## src/rtl/sio_cfg_pkg.sv

```systemverilog
package sio_cfg_pkg;

  localparam int unsigned REG_W  = 8;
  localparam int unsigned BASE_W = 16;
  localparam int unsigned NUM_DEV = 9;

  localparam logic [REG_W-1:0] KEY_OPEN  = 8'h55;
  localparam logic [REG_W-1:0] KEY_CLOSE = 8'hAA;

  // register indices; the host software decodes these values
  localparam logic [REG_W-1:0] IX_DEVSEL  = 8'h07;
  localparam logic [REG_W-1:0] IX_POWER   = 8'h22;
  localparam logic [REG_W-1:0] IX_ACTIVE  = 8'h30;
  localparam logic [REG_W-1:0] IX_BASE_HI = 8'h60;
  localparam logic [REG_W-1:0] IX_BASE_LO = 8'h61;
  localparam logic [REG_W-1:0] IX_IRQ     = 8'h70;
  localparam logic [REG_W-1:0] IX_DMA     = 8'h74;
  localparam logic [REG_W-1:0] IX_PIN_A   = 8'hC6;
  localparam logic [REG_W-1:0] IX_PIN_B   = 8'hC7;

  // bank register kinds, decoded from the index
  typedef enum logic [2:0] {
    BK_NONE,
    BK_ACTIVE,
    BK_BASE_HI,
    BK_BASE_LO,
    BK_IRQ,
    BK_DMA
  } bank_reg_e;

  function automatic bank_reg_e bank_reg_of(input logic [REG_W-1:0] ix);
    bank_reg_e r;
    case (ix)
      IX_ACTIVE:  r = BK_ACTIVE;
      IX_BASE_HI: r = BK_BASE_HI;
      IX_BASE_LO: r = BK_BASE_LO;
      IX_IRQ:     r = BK_IRQ;
      IX_DMA:     r = BK_DMA;
      default:    r = BK_NONE;
    endcase
    return r;
  endfunction

  // reset base per device number
  function automatic logic [BASE_W-1:0] reset_base(input int unsigned dev);
    logic [BASE_W-1:0] b;
    case (dev)
      0:       b = 16'h03F0;
      1:       b = 16'h01F0;
      2:       b = 16'h0170;
      3:       b = 16'h0378;
      4:       b = 16'h02F8;
      5:       b = 16'h03F8;
      6:       b = 16'h0070;
      7:       b = 16'h0060;
      default: b = 16'h0000;
    endcase
    return b;
  endfunction

  // a device decodes only when active and placed at a nonzero base
  function automatic logic decode_enable(input logic active,
                                         input logic [BASE_W-1:0] base);
    return active && (base != '0);
  endfunction

endpackage

```

## src/rtl/sio_cfg_port.sv

```systemverilog
module sio_cfg_port
  import sio_cfg_pkg::*;
#(
  parameter int unsigned ADDR_W   = 16,
  parameter logic [ADDR_W-1:0] WIN_ADDR = 16'h03F0
) (
  input  logic              clk,
  input  logic              rst_n,
  input  logic [ADDR_W-1:0] io_addr,
  input  logic              io_wr,
  input  logic              io_rd,
  input  logic [REG_W-1:0]  io_wdata,
  output logic              open_q,
  output logic [REG_W-1:0]  index_q,
  output logic              data_wr_evt,
  output logic              data_rd_evt,
  output logic              index_rd_evt,
  output logic              open_evt,
  output logic              close_evt
);

  localparam logic [ADDR_W-1:0] DATA_ADDR = WIN_ADDR + ADDR_W'(1);

  logic hit_index;
  logic hit_data;
  logic index_wr_evt;

  assign hit_index = (io_addr == WIN_ADDR);
  assign hit_data  = (io_addr == DATA_ADDR);

  assign open_evt     = !open_q && io_wr && hit_index && (io_wdata == KEY_OPEN);
  assign close_evt    =  open_q && io_wr && hit_index && (io_wdata == KEY_CLOSE);
  assign index_wr_evt =  open_q && io_wr && hit_index && (io_wdata != KEY_CLOSE);
  assign data_wr_evt  =  open_q && io_wr && hit_data;
  assign data_rd_evt  =  open_q && io_rd && hit_data;
  assign index_rd_evt =  open_q && io_rd && hit_index;

  always_ff @(posedge clk or negedge rst_n) begin
    if (!rst_n) begin
      open_q  <= 1'b0;
      index_q <= '0;
    end else begin
      if (open_evt) begin
        open_q  <= 1'b1;
        index_q <= '0;
      end else if (close_evt) begin
        open_q  <= 1'b0;
      end else if (index_wr_evt) begin
        index_q <= io_wdata;
      end
    end
  end

endmodule

```

## src/rtl/sio_cfg_global.sv

```systemverilog
module sio_cfg_global
  import sio_cfg_pkg::*;
#(
  parameter int unsigned NDEV  = NUM_DEV,
  parameter int unsigned SEL_W = $clog2(NDEV)
) (
  input  logic             clk,
  input  logic             rst_n,
  input  logic             wr_evt,
  input  logic [REG_W-1:0] index,
  input  logic [REG_W-1:0] wdata,
  output logic [SEL_W-1:0] devsel_q,
  output logic [REG_W-1:0] power_q,
  output logic [REG_W-1:0] pin_a_q,
  output logic [REG_W-1:0] pin_b_q
);

  logic sel_ok;
  assign sel_ok = (wdata < REG_W'(NDEV));

  always_ff @(posedge clk or negedge rst_n) begin
    if (!rst_n) begin
      devsel_q <= '0;
      power_q  <= '0;
      pin_a_q  <= '0;
      pin_b_q  <= '0;
    end else if (wr_evt) begin
      case (index)
        IX_DEVSEL: if (sel_ok) devsel_q <= wdata[SEL_W-1:0];
        IX_POWER:  power_q <= wdata;
        IX_PIN_A:  pin_a_q <= wdata;
        IX_PIN_B:  pin_b_q <= wdata;
        default: ;
      endcase
    end
  end

endmodule

```

## src/rtl/sio_cfg_bank.sv

```systemverilog
module sio_cfg_bank
  import sio_cfg_pkg::*;
#(
  parameter logic [BASE_W-1:0] RST_BASE = '0
) (
  input  logic              clk,
  input  logic              rst_n,
  input  logic              wr_en,
  input  logic [REG_W-1:0]  index,
  input  logic [REG_W-1:0]  wdata,
  output logic              active_q,
  output logic [BASE_W-1:0] base_q,
  output logic [REG_W-1:0]  irq_q,
  output logic [REG_W-1:0]  dma_q,
  output logic              enable
);

  bank_reg_e kind;
  assign kind = bank_reg_of(index);

  always_ff @(posedge clk or negedge rst_n) begin
    if (!rst_n) begin
      active_q <= 1'b0;
      base_q   <= RST_BASE;
      irq_q    <= '0;
      dma_q    <= '0;
    end else if (wr_en) begin
      case (kind)
        BK_ACTIVE:  active_q     <= wdata[0];
        BK_BASE_HI: base_q[15:8] <= wdata;
        BK_BASE_LO: base_q[7:0]  <= wdata;
        BK_IRQ:     irq_q        <= wdata;
        BK_DMA:     dma_q        <= wdata;
        default: ;
      endcase
    end
  end

  assign enable = decode_enable(active_q, base_q);

endmodule

```

## src/rtl/sio_cfg_ctrl.sv

```systemverilog
module sio_cfg_ctrl
  import sio_cfg_pkg::*;
#(
  parameter int unsigned ADDR_W = 16,
  parameter logic [ADDR_W-1:0] WIN_ADDR = 16'h03F0,
  parameter int unsigned NDEV = NUM_DEV
) (
  input  logic                     clk,
  input  logic                     rst_n,
  input  logic [ADDR_W-1:0]        io_addr,
  input  logic                     io_wr,
  input  logic                     io_rd,
  input  logic [REG_W-1:0]         io_wdata,
  output logic [REG_W-1:0]         io_rdata,
  output logic                     io_rdata_oe,
  output logic                     cfg_mode_o,
  output logic [NDEV*BASE_W-1:0]   dev_base_o,
  output logic [NDEV-1:0]          dev_en_o,
  output logic [NDEV*REG_W-1:0]    dev_irq_o,
  output logic [NDEV*REG_W-1:0]    dev_dma_o,
  output logic [REG_W-1:0]         pwr_ctrl_o,
  output logic [REG_W-1:0]         gpio_a_cfg_o,
  output logic [REG_W-1:0]         gpio_b_cfg_o
);

  localparam int unsigned SEL_W = $clog2(NDEV);

  // named internal events, also observed by the checker
  logic              open_q;
  logic [REG_W-1:0]  index_q;
  logic              data_wr_evt;
  logic              data_rd_evt;
  logic              index_rd_evt;
  logic              open_evt;
  logic              close_evt;
  logic [SEL_W-1:0]  devsel_q;

  logic [NDEV-1:0]             active_all;
  logic [NDEV-1:0][BASE_W-1:0] base_all;
  logic [NDEV-1:0][REG_W-1:0]  irq_all;
  logic [NDEV-1:0][REG_W-1:0]  dma_all;

  sio_cfg_port #(
    .ADDR_W  (ADDR_W),
    .WIN_ADDR(WIN_ADDR)
  ) u_port (
    .clk         (clk),
    .rst_n       (rst_n),
    .io_addr     (io_addr),
    .io_wr       (io_wr),
    .io_rd       (io_rd),
    .io_wdata    (io_wdata),
    .open_q      (open_q),
    .index_q     (index_q),
    .data_wr_evt (data_wr_evt),
    .data_rd_evt (data_rd_evt),
    .index_rd_evt(index_rd_evt),
    .open_evt    (open_evt),
    .close_evt   (close_evt)
  );

  sio_cfg_global #(
    .NDEV (NDEV),
    .SEL_W(SEL_W)
  ) u_global (
    .clk     (clk),
    .rst_n   (rst_n),
    .wr_evt  (data_wr_evt),
    .index   (index_q),
    .wdata   (io_wdata),
    .devsel_q(devsel_q),
    .power_q (pwr_ctrl_o),
    .pin_a_q (gpio_a_cfg_o),
    .pin_b_q (gpio_b_cfg_o)
  );

  for (genvar d = 0; d < NDEV; d++) begin : g_bank
    logic bank_wr;
    assign bank_wr = data_wr_evt && (devsel_q == SEL_W'(d));

    sio_cfg_bank #(
      .RST_BASE(reset_base(d))
    ) u_bank (
      .clk     (clk),
      .rst_n   (rst_n),
      .wr_en   (bank_wr),
      .index   (index_q),
      .wdata   (io_wdata),
      .active_q(active_all[d]),
      .base_q  (base_all[d]),
      .irq_q   (irq_all[d]),
      .dma_q   (dma_all[d]),
      .enable  (dev_en_o[d])
    );

    assign dev_base_o[d*BASE_W +: BASE_W] = base_all[d];
    assign dev_irq_o[d*REG_W +: REG_W]    = irq_all[d];
    assign dev_dma_o[d*REG_W +: REG_W]    = dma_all[d];
  end

  // read-back of the register at the selected index
  logic [REG_W-1:0] reg_view;
  always_comb begin
    case (index_q)
      IX_DEVSEL:  reg_view = REG_W'(devsel_q);
      IX_POWER:   reg_view = pwr_ctrl_o;
      IX_PIN_A:   reg_view = gpio_a_cfg_o;
      IX_PIN_B:   reg_view = gpio_b_cfg_o;
      IX_ACTIVE:  reg_view = {{(REG_W-1){1'b0}}, active_all[devsel_q]};
      IX_BASE_HI: reg_view = base_all[devsel_q][15:8];
      IX_BASE_LO: reg_view = base_all[devsel_q][7:0];
      IX_IRQ:     reg_view = irq_all[devsel_q];
      IX_DMA:     reg_view = dma_all[devsel_q];
      default:    reg_view = '0;
    endcase
  end

  always_comb begin
    io_rdata = '0;
    if (data_rd_evt)       io_rdata = reg_view;
    else if (index_rd_evt) io_rdata = index_q;
  end

  assign io_rdata_oe = data_rd_evt || index_rd_evt;
  assign cfg_mode_o  = open_q;

endmodule

```

## config.mk

```make
export PLATFORM = sky130hd
export DESIGN_NAME = sio_cfg_ctrl
export DESIGN_NICKNAME = d
export VERILOG_FILES = /design/src/rtl/sio_cfg_pkg.sv /design/src/rtl/sio_cfg_port.sv /design/src/rtl/sio_cfg_global.sv /design/src/rtl/sio_cfg_bank.sv /design/src/rtl/sio_cfg_ctrl.sv
export SDC_FILE = /design/constraint.sdc
export NUM_CORES = 1
export LEC_CHECK = 0
export BUFFER_PORTS_ARGS = -buffer_cell sky130_fd_sc_hd__buf_2
export CELL_PAD_IN_SITES_DETAIL_PLACEMENT = 0
export CELL_PAD_IN_SITES_GLOBAL_PLACEMENT = 1
export CORE_AREA = 5 5 191 230
export CTS_BUF_LIST = sky130_fd_sc_hd__clkbuf_8
export CTS_CLUSTER_DIAMETER = 120
export DETAILED_ROUTE_END_ITERATION = 7
export DIE_AREA = 0 0 196 235
export PLACE_DENSITY = 0.78
export SETUP_SLACK_MARGIN = 0.15
export SLEW_MARGIN = 20
export SYNTH_ARGS = -nofsm -noshare
export SYNTH_HDL_FRONTEND = slang
export SYNTH_SLANG_ARGS = --single-unit
```

## constraint.sdc

```tcl
create_clock -name clk -period 2.1 [get_ports clk]
set_input_delay 0.105 -clock clk [delete_from_list [all_inputs] [get_ports clk]]
set_output_delay 0.105 -clock clk [all_outputs]
set_load 0.02 [all_outputs]
```

* Word level (Yosys, flattened, before mapping)
Cells that the tools add are included.
** Operators by class
- Eq/ne operators :: 28
- Shift operators :: 0
- Bitwise operators :: 0
- Div/mod/pow operators :: 0
- Muxes and demuxes :: 17
- Reduce and logical (&&, ||, !) cells :: 93
- Add/subtract/negate cells :: 0
- $mul :: 0
- Magnitude comparators :: 2
** Operator list (number)
- nonzero test 16 bit :: 9
- AND reduction 2 bit :: 49
- one-hot mux 8 bit (9 select lines) :: 1
- binary-select mux 16 bit (select 4 bit) :: 1
- binary-select mux 8 bit (select 4 bit) :: 2
- two-way mux 8 bit :: 7
- equality test 8 x 7 -> 1 bit (second input constant) :: 5
- equality test 16 x 10 -> 1 bit (second input constant) :: 2
- logical AND 1 bit :: 29
- equality test 8 bit (second input constant) :: 3
- equality test 4 x 3 -> 1 bit (second input constant) :: 4
- equality test 8 x 6 -> 1 bit (second input constant) :: 2
- two-way mux 16 bit :: 1
- one-hot mux 3 bit (5 select lines) :: 1
- equality test 4 x 2 -> 1 bit (second input constant) :: 2
- equality test 8 x 3 -> 1 bit (second input constant) :: 1
- < comparator 8 x 4 -> 1 bit (second input constant) :: 1
- != test 8 bit (second input constant) :: 1
- equality test 3 x 2 -> 1 bit (second input constant) :: 2
- equality test 3 bit (second input constant) :: 2
- < comparator 4 x 5 -> 1 bit (second input constant) :: 1
- binary-select mux 1 bit (select 4 bit) :: 1
- equality test 4 x 1 -> 1 bit (second input constant) :: 1
- equality test 4 bit (second input constant) :: 1
- other kinds (8) :: 11
** Word-level totals
- Input bits :: 28
- Output and inout port bits :: 331
- Memories kept :: 0
- Bits in read-only memories :: 0
- Word-level logic and storage cells :: 191
- Register bits :: 334
- Bits in writable memories :: 0
- Latch bits :: 0

* Logic depth before layout (Yosys ltp)
Gate-level depths: netlist of the first run.
- Depth in word-level cells :: 6
- Gate-level depth with buffers :: 10
- Mapped depth without buffers :: 7

* Cells and area by module
Synthesis of the first run repeated with hierarchy kept, for this count alone.
** Second synthesis, totals
- Cell total of the unflattened synthesis :: 1332
- Area, all modules :: 17628.2 µm²
** Modules (own cells, without submodules)
- sio_cfg_bank (g_bank[0].u_bank ...) :: cells an instance 90, times used 3, area each 1410.1 µm²
- sio_cfg_ctrl :: cells an instance 389, times used 1, area each 3229.3 µm²
- sio_cfg_bank (g_bank[5].u_bank) :: cells an instance 90, times used 1, area each 1411.4 µm²
- sio_cfg_bank (g_bank[1].u_bank) :: cells an instance 90, times used 1, area each 1408.9 µm²
- sio_cfg_bank (g_bank[2].u_bank) :: cells an instance 90, times used 1, area each 1407.6 µm²
- sio_cfg_bank (g_bank[6].u_bank) :: cells an instance 90, times used 1, area each 1406.3 µm²
- sio_cfg_bank (g_bank[7].u_bank) :: cells an instance 90, times used 1, area each 1405.1 µm²
- sio_cfg_bank (g_bank[8].u_bank) :: cells an instance 90, times used 1, area each 1402.6 µm²
- sio_cfg_global :: cells an instance 71, times used 1, area each 1126.1 µm²
- sio_cfg_port :: cells an instance 62, times used 1, area each 600.6 µm²

* Least setup slack after synthesis of the first run
OpenSTA, ideal clock, no wires.
- Path type :: flip-flop to output port
- Start :: reg u_port.index_q[0]
- End :: out io_rdata[3]
- Data arrival time :: 2295 ps
- Stages on the path, launching flop included :: 8
- Slack :: -300 ps
- Required time :: 1995 ps
- Path through :: dfrtp_1 clkbuf_1 or4_1 or3_1 nor3_1 a2111o_1 nor3_1 o21ai_0
** Between the ends
- Word-level cells in the longest chain between the ends :: 3
- Elaborated cells on any way between the ends :: 11
** Ends and longest elaborated chain
- start, declared :: line sio_cfg_port.sv:14 : output logic [REG_W-1:0] index_q,
- start signal, assigned :: line sio_cfg_port.sv:49 : index_q <= io_wdata;
- equality test 8 x 7 -> 1 bit (tied with other cells) :: line sio_cfg_ctrl.sv:104 : case (index_q)
- one-hot mux 8 bit (9 select lines) (*) :: line sio_cfg_ctrl.sv:104
- two-way mux 8 bit (*) :: line sio_cfg_ctrl.sv:120 : if (data_rd_evt) io_rdata = reg_view;
- end, declared :: line sio_cfg_ctrl.sv:14 : output logic [REG_W-1:0] io_rdata,
Every way passes the cells marked *; elsewhere a longest branch is shown, timed or not.

* Worst setup path in the final report of the first run
- Start :: reg u_global.devsel_q[0]
- End :: out io_rdata[6]
** Between the ends
- Word-level cells in the longest chain between the ends :: 4
- Elaborated cells on any way between the ends :: 8
** Ends and longest elaborated chain
- start, declared :: line sio_cfg_global.sv:12 : output logic [SEL_W-1:0] devsel_q,
- start signal, assigned :: line sio_cfg_global.sv:29 : IX_DEVSEL: if (sel_ok) devsel_q <= wdata[SEL_W-1:0];
- binary-select mux 8 bit (select 4 bit) (tied with other cells) :: line sio_cfg_ctrl.sv:113 : IX_DMA: reg_view = dma_all[devsel_q];
- two-way mux 8 bit (implied by the code) (tied with other cells) :: line sio_cfg_ctrl.sv:113
- one-hot mux 8 bit (9 select lines) (*) :: line sio_cfg_ctrl.sv:104
- two-way mux 8 bit (*) :: line sio_cfg_ctrl.sv:120
Every way passes the cells marked *; elsewhere a longest branch is shown, timed or not. The select of a mux whose other input is x is not followed.

==> results.json, run 1 <==
{
  "critPathKind": "flop to primary output",
  "cap_viol_max_count": 0,
  "finalSetupViolCount": 316,
  "synth_cells": 1276,
  "grt_pass1_wl_microns": 101000,
  "ys_async_sr_fraction_pct": 100,
  "final_antenna_net_count": 0,
  "synth_edf_count": 0,
  "violations": "setup timing",
  "path_clk_slew_ns": 0.07,
  "finalCritPeriodShare_pct": 150,
  "synth_seq_cells": 334,
  "drt_wl_total_microns": 68900,
  "dr.first_iter.drc_count": 887,
  "p_int_mw": 9.79,
  "arrival_ns": 3.05,
  "max-clock-path-buffers": 3,
  "drive_above_1_share_pct": 67.4,
  "start_util_pct": 41.6,
  "netlist_area_sq_mm": 0.0172,
  "timing.final.ws_setup_ns": -1.05,
  "antenna_found_initial": 0,
  "worstMarginPinSlew_ns": 0.710,
  "timing.rr.end": "g_bank[5].u_bank.irq_q[6]",
  "clock_sinks": 334,
  "synth.avg_cell_area_sq_um": 13.5,
  "io_buffers": 358,
  "endpoint_kind": "primary output",
  "setup_tns_ns": -42.80,
  "vdd_drop_max_mv": 0.387,
  "period_minus_slack_ns": 3.15,
  "coreArea_sq_mm": 0.0414,
  "leakage_nw": 13.1,
  "cts_buffers": 55,
  "holdWs_ns": 0.0988,
  "share_seq_of_total_power_pct": 49.8,
  "grt_usage_pct": 28.8,
  "reg2regPathDepth": 10,
  "path_max_fanout": 8,
  "crit_required_ns": 2.00,
  "drcViolationCount": 0,
  "dr_total_vias": 14300,
  "holdCritStartpoint": "io_addr[1]",
  "die_h_microns": 235,
  "yosysWarnings": 0,
  "holdPathEnd": "u_port.open_q",
  "cts_root_buffer": "clkbuf_8",
  "io_pins": 359,
  "fmax_mhz": 317,
  "synth_nets": 1304,
  "overflow": 0,
  "clock_power_share_pct": 47.2,
  "rsz0062_at_grt": "yes",
  "hold_class": "input port to flop",
  "skew_ns": 0.0313,
  "swShare_pct": 24.3,
  "grt_pass1_vias": 15200,
  "r2r_slack_ns": -0.21,
  "slew_viol_final": 0,
  "worstReg2RegStart": "u_port.index_q[3]",
  "power_density_mw_per_mm2": 518,
  "first_pass_iters": 5,
  "clock_latency_ns": 0.65,
  "post-dp-hpwl_microns": 50700,
  "worstSetupStartpointType": "flop",
  "nNetsFinal": 1959,
  "diodes": 0,
  "wl_per_cell_microns": 27.3,
  "viasPerCell": 5.68,
  "row_count": 82,
  "yosysSeqAreaShare_pct": 48.8,
  "slew_headroom_pct": 52.6,
  "die_w_microns": 196,
  "switchingPower_mw": 3.14,
  "gp_congestion": 0.962,
  "die_area_sq_mm": 0.0461,
  "p_comb_share_pct": 3.0,
  "grt_max_degree": 80,
  "synth_cell_types": 77,
  "synth_ff_type": "dfrtp_1",
  "hold_viol": 0,
  "whs_path_depth": 7,
  "htreeDepth": 2,
  "cts_tree": "yes",
  "area_growth_syn_to_layout_pct": 44.8,
  "status": "complete, but fails checks"
}
[state kept, by name, indices dropped and copies added (netlist names)]
name                    cells
g_bank.u_bank.irq_q        72
u_port.index_q              8
u_global.devsel_q           4
g_bank.u_bank.active_q      9
u_global.pin_b_q            8
g_bank.u_bank.base_q      144
u_global.power_q            8
u_global.pin_a_q            8
u_port.open_q               1
g_bank.u_bank.dma_q        72
[Yosys cell counts (all sizes together) (2+ instances only)]
cell type	count	area, sq um
a222oi	2	20.0
inv	10	37.5
nor4	44	305
a22oi	6	45.0
mux2i	77	771
nor2b	7	43.8
o211ai	3	22.5
a221oi	16	140
nand4	3	18.8
nor4b	3	56.3
nand2	36	194
o21a	4	30.0
and3	9	56.3
and2	2	12.5
dfrtp	295	7380
a41oi	9	78.8
or3	3	23.8
or2	4	25.0
o22ai	2	12.5
mux4	16	360
or4	3	26.3
o22a	5	43.8
mux2	350	4090
a22o	14	123
o221ai	13	114
clkbuf	53	203
a221o	2	20.0
a32oi	4	35.0
o21ai	35	175
o311ai	2	17.5
nor2	78	905
a211oi	5	37.5
nor3b	3	27.5
buf	38	234
nor3	9	72.6
a21oi	39	195
a31oi	3	18.8
nand3	14	97.6
nand2b	3	18.8
dfstp	39	1020
[through the flow]
step / power (mW) / cells / area (sq um) / worst slack [ns] / util, %
6_report: 12.9 / 2524 / 25000 / -1.05 / 60.2
5_1_grt: 13.3 / 2524 / 25000 / -1.08 / 60.2
4_1_cts: 13.0 / 2511 / 24500 / -1.09 / 59.0
3_5_place_dp: 6.92 / 2376 / 22200 / -0.627 / 53.6
3_3_place_gp: 6.91 / 2376 / 22200 / -0.606 / 53.6
2_1_floorplan: 6.64 / 1276 / 17800 / -0.124 / -
[repair_timing]
action	4_1_cts	5_1_grt
buffers inserted	20	13
hold buffers	9	0
endpoints found under the hold margin	310	0
gates resized for setup	167	95
pin swaps	40	27
endpoints found under the setup margin	342	342
cloned	2	0
[logic make-up (layout without fill, tap and decap cells)]
family | count (synthesis) | count (layout) | synth area share, %
mux | 443 | 443 | 30.3
buf+inv | 101 | 801 | 2.75
compound gates | 171 | 171 | 6.90
simple gates | 226 | 228 | 11.2
flops | 334 | 334 | 48.8
xor+xnor | 1 | 1 | 0.0508
[power by group through the flow]
stage | clock network (mW) | logic [mW] | registers, mW
2_1_floorplan | 0 | 0.0841 | 6.56
3_3_place_gp | 0 | 0.358 | 6.55
3_5_place_dp | 0 | 0.365 | 6.55
4_1_cts | 6.18 | 0.389 | 6.44
5_1_grt | 6.48 | 0.419 | 6.43
6_report | 6.11 | 0.387 | 6.44
[worst max path at each step]
stage	startpoint	endpoint	depth (start not counted)
after detailed placement	u_global.devsel_q[1]	io_rdata[1]	9
after global routing	u_global.devsel_q[0]	io_rdata[6]	9
after CTS	u_global.devsel_q[0]	io_rdata[2]	10
after global placement	u_global.devsel_q[0]	io_rdata[2]	12
final	u_global.devsel_q[0]	io_rdata[6]	9
after floorplan	u_port.index_q[2]	g_bank[7].u_bank.base_q[10]	6
[worst max-delay path: stages, from the launching register on]
cell      delay, ns
dfrtp_2        0.39
buf_12         0.13
buf_12         0.13
mux4_2         0.56
a221oi_4       0.36
nor3_2         0.08
a31oi_1        0.14
o211ai_1       0.18
a22o_1         0.31
buf_6          0.14
[cell type report]
class	count	area (sq um)
clock inverters	37	250
multi-input cells	843	9840
clock buffers	67	922
repair buffers	687	4810
flip-flops and latches	334	8420
fillers	3334	16500
well taps	546	683
inverters	10	37.5
[layer usage]
layer  share of wire (%)  track usage [%]  vias to the layer above
met5                   0                0                        -
met4                 4.2             11.5                        0
met3                 6.5             5.14                      158
met2                  49             47.7                      609
met1                  40             37.5                     7438
li1                    -                -                     6129
[cell usage in the layout, fill, tap and decap left out, types with 29 or more instances in the layout]
cell type,instances
nor2_8,37
buf_2,347
inv_1,29
mux2_2,110
dfrtp_1,285
buf_12,30
mux2_4,237
dfstp_2,39
buf_4,272
nor2_1,35
a21oi_1,32
mux2i_1,63
clkbuf_8,67
(Power assumes the default switching activity.)
==> run 2: changes to the inputs <==
--- a/config.mk
+++ b/config.mk
@@ -8,14 +8,13 @@
 export BUFFER_PORTS_ARGS = -buffer_cell sky130_fd_sc_hd__buf_2
 export CELL_PAD_IN_SITES_DETAIL_PLACEMENT = 0
 export CELL_PAD_IN_SITES_GLOBAL_PLACEMENT = 1
-export CORE_AREA = 5 5 191 230
-export CTS_BUF_LIST = sky130_fd_sc_hd__clkbuf_8
+export CORE_AREA = 5 5 196 236
 export CTS_CLUSTER_DIAMETER = 120
 export DETAILED_ROUTE_END_ITERATION = 7
-export DIE_AREA = 0 0 196 235
-export PLACE_DENSITY = 0.78
+export DIE_AREA = 0 0 201 241
+export PLACE_DENSITY = 0.74
+export REMOVE_ABC_BUFFERS = 1
 export SETUP_SLACK_MARGIN = 0.15
-export SLEW_MARGIN = 20
 export SYNTH_ARGS = -nofsm -noshare
 export SYNTH_HDL_FRONTEND = slang
 export SYNTH_SLANG_ARGS = --single-unit
==> results.json, run 2 (same netlist as run 1, synthesis figures left out) <==
{
  "wl_met3_microns": 4020,
  "wl_per_cell_microns": 28.1,
  "max-clock-path-buffers": 3,
  "die_w_microns": 201,
  "r2r_slack_ns": -0.39,
  "drive_above_1_share_pct": 68.1,
  "die_area_sq_mm": 0.0484,
  "htreeDepth": 2,
  "start_util_pct": 39.5,
  "drcViolationCount": 0,
  "largest-register": "g_bank.u_bank.base_q",
  "top_layer": "met4",
  "grt_pass1_vias": 15100,
  "grt_usage_pct": 28.0,
  "hold_viol": 0,
  "power_mw": 13.6,
  "worstReg2RegStart": "u_port.index_q[0]",
  "violations": "setup timing",
  "cts_buffers": 38,
  "rsz0062_at_grt": "yes",
  "preCtsSetupSlack_ns": -0.730,
  "timing.rr.end": "g_bank[8].u_bank.base_q[15]",
  "slew_viol_final": 0,
  "coreArea_sq_mm": 0.0436,
  "largest_reg_flops": 144,
  "path_clk_slew_ns": 0.06,
  "period_minus_slack_ns": 3.10,
  "vdd_drop_max_mv": 0.507,
  "worstSetupStartpointType": "flop",
  "leakage_nw": 13.3,
  "skew_ns": 0.0237,
  "mostFrequentLayoutCells": "348 x buf_2, 307 x buf_4, 291 x dfrtp_1",
  "finalCritPeriodShare_pct": 148,
  "setup_tns_ns": -73.60,
  "final_antenna_net_count": 0,
  "timing.final.ws_setup_ns": -1.00,
  "area_growth_syn_to_layout_pct": 48.8,
  "grt_pass1_wl_microns": 103000,
  "gp_congestion": 0.943,
  "critPathKind": "flop to primary output",
  "slew_headroom_pct": 46.3,
  "final_common_cell": "buf_2",
  "status": "complete, but fails checks",
  "finalSetupViolCount": 314,
  "cts_tree": "yes",
  "post-dp-hpwl_microns": 52500,
  "hold_class": "input port to flop",
  "dr_total_vias": 14500,
  "drt_wl_total_microns": 71600,
  "crit_required_ns": 2.00,
  "reg_top3": "g_bank.u_bank.base_q (144), g_bank.u_bank.dma_q (72), g_bank.u_bank.irq_q (72)",
  "io_buffers": 358,
  "clock_latency_ns": 0.55,
  "startpoint": "u_global.devsel_q[3]",
  "wl_met2_microns": 34800,
  "path_max_fanout": 16,
  "arrival_ns": 3.00,
  "first_pass_iters": 4,
  "dr.first_iter.drc_count": 991,
  "clock_sinks": 334,
  "power_density_mw_per_mm2": 529,
  "fmax_mhz": 323,
  "wirelength_met1_microns": 29700,
  "critPathCapture": "io_rdata[5]",
  "cts_root_buffer": "clkbuf_16",
  "viasPerCell": 5.69,
  "io_pins": 359,
  "antenna_found_initial": 2,
  "cap_viol_max_count": 0,
  "overflow": 0,
  "die_h_microns": 241,
  "grt_max_degree": 72,
  "worstMarginPinSlew_ns": 0.804,
  "fillers": 3489,
  "endpoint_kind": "primary output",
  "nNetsFinal": 1992,
  "row_count": 84,
  "reg2regPathDepth": 9
}
-- run 2: cell types whose count changed in the layout (fill, tap and decap cells not counted), sizes merged --
| cell | previous run | this run |
|---|---|---|
| dlygate4sd3 | 8 | 4 |
| clkbuf | 67 | 59 |
| diode | 0 | 1 |
| bufinv | 3 | 1 |
| clkinv | 10 | 6 |
| inv | 30 | 10 |
| clkinvlp | 4 | 3 |
| buf | 679 | 731 |
-- run 2: area by class of cell --
cell class | count | area, sq um | share of cell area, %
Clock inverter | 10 | 82.6 | 0.322
Inverter | 10 | 37.5 | 0.146
Sequential cell | 334 | 8410 | 32.8
Antenna cell | 1 | 2.50 | 0.00975
Tap cell | 559 | 699 | 2.73
Clock buffer | 57 | 1180 | 4.58
Timing Repair Buffer | 737 | 5300 | 20.6
Multi-Input combinational cell | 843 | 9940 | 38.8
-- run 2: routing by layer --
layer  vias to the layer above  GRT usage [%]
met5                         -              0
met2                       616           46.5
li1                       6191              -
met1                      7556           37.0
met3                       161           4.49
met4                         0           11.2
-- run 2: timing repair --
action	in CTS	in global routing
setup endpoints to repair	339	345
resized for setup	215	210
setup buffers	16	23
hold buffers	4	0
endpoints found under the hold margin	60	0
pin swaps	59	60
cloned	2	3
-- run 2: worst max-delay path: stages, from the launching register on --
cell	delay, ns
dfrtp_1	0.42
buf_12	0.19
nor2b_2	0.19
buf_4	0.16
buf_4	0.13
a21oi_1	0.08
o21ai_0	0.56
a222oi_1	0.18
and3_1	0.24
o21ai_2	0.15
buf_4	0.16
-- run 2: where the power goes --
| group | total [mW] | switching [mW] | internal, mW |
|---|---|---|---|
| registers | 6.44 | 0.0000000397 | 6.44 |
| logic | 0.406 | 0.321 | 0.0843 |
| clock network | 6.72 | 2.73 | 3.99 |
-- run 2: how the worst min path moves through the flow --
| stage | depth (start not counted) | to | slack [ns] | startpoint |
|---|---|---|---|---|
| 3_5_place_dp | 1 | g_bank[8].u_bank.irq_q[7] | 0.14 | rst_n |
| 2_1_floorplan | 0 | g_bank[0].u_bank.active_q | -0.19 | rst_n |
| 4_1_cts | 2 | u_global.power_q[1] | 0.02 | io_wdata[1] |
| 5_1_grt | 2 | u_global.power_q[3] | 0.03 | io_wdata[3] |
| 6_report | 2 | u_global.power_q[3] | 0.04 | io_wdata[3] |
| 3_3_place_gp | 1 | g_bank[0].u_bank.irq_q[7] | 0.13 | rst_n |
-- run 2: through the flow --
step / hold slack (ns) / std cells / cell area, sq um / util (%)
final: 0.0426 / 2551 / 25700 / 58.8
after global routing: 0.0332 / 2551 / 25700 / 58.8
after CTS: 0.0150 / 2524 / 24500 / 56.1
after detailed placement: 0.136 / 2435 / 22200 / 50.8
after global placement: 0.133 / 2435 / 22200 / 50.8
after floorplan: -0.191 / 1185 / 16800 / -
==> run 3: changes to the inputs <==
--- a/config.mk
+++ b/config.mk
@@ -5,16 +5,18 @@
 export SDC_FILE = /design/constraint.sdc
 export NUM_CORES = 1
 export LEC_CHECK = 0
+export ABC_AREA = 1
 export BUFFER_PORTS_ARGS = -buffer_cell sky130_fd_sc_hd__buf_2
 export CELL_PAD_IN_SITES_DETAIL_PLACEMENT = 0
 export CELL_PAD_IN_SITES_GLOBAL_PLACEMENT = 1
-export CORE_AREA = 5 5 196 236
+export CORE_AREA = 5 5 194 233
 export CTS_CLUSTER_DIAMETER = 120
 export DETAILED_ROUTE_END_ITERATION = 7
-export DIE_AREA = 0 0 201 241
-export PLACE_DENSITY = 0.74
+export DIE_AREA = 0 0 199 238
+export PLACE_DENSITY = 0.78
 export REMOVE_ABC_BUFFERS = 1
 export SETUP_SLACK_MARGIN = 0.15
+export SKIP_CTS_REPAIR_TIMING = 1
 export SYNTH_ARGS = -nofsm -noshare
 export SYNTH_HDL_FRONTEND = slang
 export SYNTH_SLANG_ARGS = --single-unit
==> constraint.sdc (replaced) <==
create_clock -name clk -period 3.2 [get_ports clk]
set_input_delay 0.16 -clock clk [delete_from_list [all_inputs] [get_ports clk]]
set_output_delay 0.16 -clock clk [all_outputs]
set_load 0.02 [all_outputs]
==> results.json, run 3 <==
{
  "final_common_cell": "nand2_1",
  "synth_seq_cells": 334,
  "grt_usage_pct": 27.1,
  "crit_required_ns": 3.04,
  "share_seq_of_total_power_pct": 45.8,
  "final_antenna_net_count": 0,
  "yosysSeqAreaShare_pct": 51.3,
  "die_w_microns": 199,
  "synth_edf_count": 0,
  "largest-register": "g_bank.u_bank.base_q",
  "wl_per_cell_microns": 21.4,
  "die_area_sq_mm": 0.0474,
  "cts_root_buffer": "clkbuf_16",
  "htreeDepth": 2,
  "grt_use_met1_pct": 36.3,
  "clock_sinks": 334,
  "slew_headroom_pct": 41.7,
  "die_h_microns": 238,
  "grtUsageMet3_pct": 4.18,
  "yosys.cell_count.top_type": "nand2_1",
  "grt_pass1_vias": 15800,
  "synth.avg_cell_area_sq_um": 7.44,
  "finalCritPeriodShare_pct": 91.4,
  "worstMarginPinSlew_ns": 0.874,
  "area_growth_syn_to_layout_pct": 23.1,
  "r2r_slack_ns": 0.63,
  "reg_top3": "g_bank.u_bank.base_q (144), g_bank.u_bank.dma_q (72), g_bank.u_bank.irq_q (72)",
  "synth_cell_types": 32,
  "coreArea_sq_mm": 0.0426,
  "startpoint": "u_global.devsel_q[0]",
  "io_buffers": 358,
  "diodes": 0,
  "path_max_fanout": 58,
  "drcViolationCount": 0,
  "status": "complete, but fails checks",
  "swShare_pct": 22.1,
  "fillers": 4387,
  "grt_use_met2_pct": 44.6,
  "fmax_mhz": 342,
  "rsz0062_at_grt": "yes",
  "synth_top_cell_area_share_pct": 45.1,
  "grt_pass1_wl_microns": 99000,
  "synth_ff_type": "dfrtp_1",
  "leakage_nw": 10.6,
  "drive_above_1_share_pct": 21.1,
  "path_clk_slew_ns": 0.06,
  "nNetsFinal": 2537,
  "synthTopCellsByCount": "1,088 x nand2_1, 295 x dfrtp_1, 203 x o21ai_0, 142 x o21ai_1, 85 x clkbuf_1",
  "clock_power_share_pct": 51.5,
  "netlist_area_sq_mm": 0.0164,
  "row_count": 83,
  "endpoint_kind": "primary output",
  "violations": "hold timing",
  "synth_area_leaders": "dfrtp_1 45%, nand2_1 25%, dfstp_2 6.3%, o21ai_0 6.2%, o21ai_1 4.3%",
  "synth_cells": 2202,
  "cts_buffers": 37,
  "worstReg2RegStart": "u_global.devsel_q[1]",
  "max-clock-path-buffers": 3,
  "largest_reg_flops": 144,
  "arrival_ns": 2.76,
  "mostFrequentLayoutCells": "1,087 x nand2_1, 357 x buf_2, 293 x dfrtp_1",
  "drt_wl_total_microns": 66200,
  "holdWs_ns": -0.00422,
  "critPathCapture": "io_rdata[4]",
  "io_pins": 359,
  "hold_class": "input port to flop",
  "skew_ns": 0.0195,
  "p_int_mw": 7.19,
  "reg2regPathDepth": 7,
  "dr.first_iter.drc_count": 1351,
  "finalSetupViolCount": 0,
  "worstSetupStartpointType": "flop",
  "switchingPower_mw": 2.04,
  "finish.instance_area_sq_mm": 0.0202,
  "start_util_pct": 38.5,
  "cts_tree": "yes",
  "cap_viol_max_count": 0,
  "placed_cell_area_sq_mm": 0.0186,
  "p_comb_share_pct": 2.7,
  "overflow": 0,
  "antenna_found_initial": 1,
  "synth_top_area_cell": "dfrtp_1",
  "power_density_mw_per_mm2": 458,
  "dr_total_vias": 16500,
  "viasPerCell": 5.33,
  "slew_viol_final": 0,
  "gp_congestion": 0.902,
  "grt-busiest-layer": "met2",
  "post-dp-hpwl_microns": 46800,
  "timing.rr.end": "g_bank[7].u_bank.irq_q[2]",
  "yosysWarnings": 0,
  "clock_latency_ns": 0.54,
  "hold_viol": 1,
  "first_pass_iters": 5,
  "period_minus_slack_ns": 2.92,
  "critPathKind": "flop to primary output",
  "grt_max_degree": 78,
  "vdd_drop_max_mv": 0.399,
  "ys_async_sr_fraction_pct": 100
}
[run 3: cell count changes after synthesis, moves of 16 or more]
cell and delta:
nor2_8 -35, o21ai_0 +169, nand2_1 +1059, o21ai_1 +141, mux2_1 -18, inv_1 +54, nand3_1 +60, a221oi_1 -16
a21oi_1 -36, mux2_2 -292, clkbuf_1 +33, mux4_2 -16, mux2_4 -40, mux2i_1 -77
[run 3: area by class of cell]
class / instances / area [sq um] / share of cell area [%]
Clock buffer: 54 / 1080 / 5.35
Clock inverter: 14 / 274 / 1.36
Inverter: 68 / 269 / 1.33
Multi-Input combinational cell: 1665 / 7160 / 35.5
Sequential cell: 334 / 8410 / 41.7
Tap cell: 552 / 691 / 3.42
Timing Repair Buffer: 403 / 2290 / 11.4
[run 3: how the worst min path moves through the flow]
stage / startpoint / to / cells after the start / slack [ns]
floorplan: rst_n / g_bank[0].u_bank.active_q / 0 / -0.14
CTS: rst_n / g_bank[1].u_bank.dma_q[1] / 1 / -0.38
global route: io_wr / u_port.open_q / 5 / 0.03
finish: io_wr / u_port.open_q / 5 / -0.004
detailed placement: rst_n / g_bank[1].u_bank.dma_q[0] / 1 / 0.19
global placement: rst_n / g_bank[1].u_bank.dma_q[0] / 1 / 0.19
[run 3: critical path: stages, from the launching register on]
cell     delay, ns
dfrtp_4       0.55
buf_12        0.21
nand2_1       0.10
nand2_1       0.09
nand2_1       0.08
nand2_1       0.07
nand2_1       0.10
nand3_1       0.14
nand2_1       0.09
nand3_1       0.13
o21ai_0       0.28
nand2_1       0.14
buf_2         0.19
[run 3: per-stage QoR]
step / power (mW) / setup WS, ns / utilization [%] / TNS [ns] / cells
2_1_floorplan: 4.35 / -2.39 / - / -378.74 / 2067
3_3_place_gp: 4.55 / 0.660 / 43.8 / 0 / 3010
3_5_place_dp: 4.55 / 0.653 / 43.8 / 0 / 3010
4_1_cts: 9.30 / 0.0641 / 47.0 / 0 / 3078
5_1_grt: 9.48 / 0.127 / 47.4 / 0 / 3090
6_report: 9.23 / 0.275 / 47.4 / 0 / 3090
[run 3: kinds of logic after synthesis]
group           share of synthesized area [%]
compound gates                           11.5
simple gates                             32.0
buf+inv                                  5.15
flops                                    51.3
[run 3: per-layer routing]
layer	part of all wire [%]	wire length, microns
met2	48	31700
met4	4.1	2710
met3	7.0	4660
met1	41	27100
met5	0.020	13
[run 3: power by group through the flow]
stage | Clock (mW) | Combinational (mW) | Sequential (mW)
2_1_floorplan | 0 | 0.0439 | 4.30
3_3_place_gp | 0 | 0.244 | 4.30
3_5_place_dp | 0 | 0.248 | 4.30
4_1_cts | 4.82 | 0.248 | 4.23
5_1_grt | 4.99 | 0.277 | 4.22
6_report | 4.75 | 0.253 | 4.23
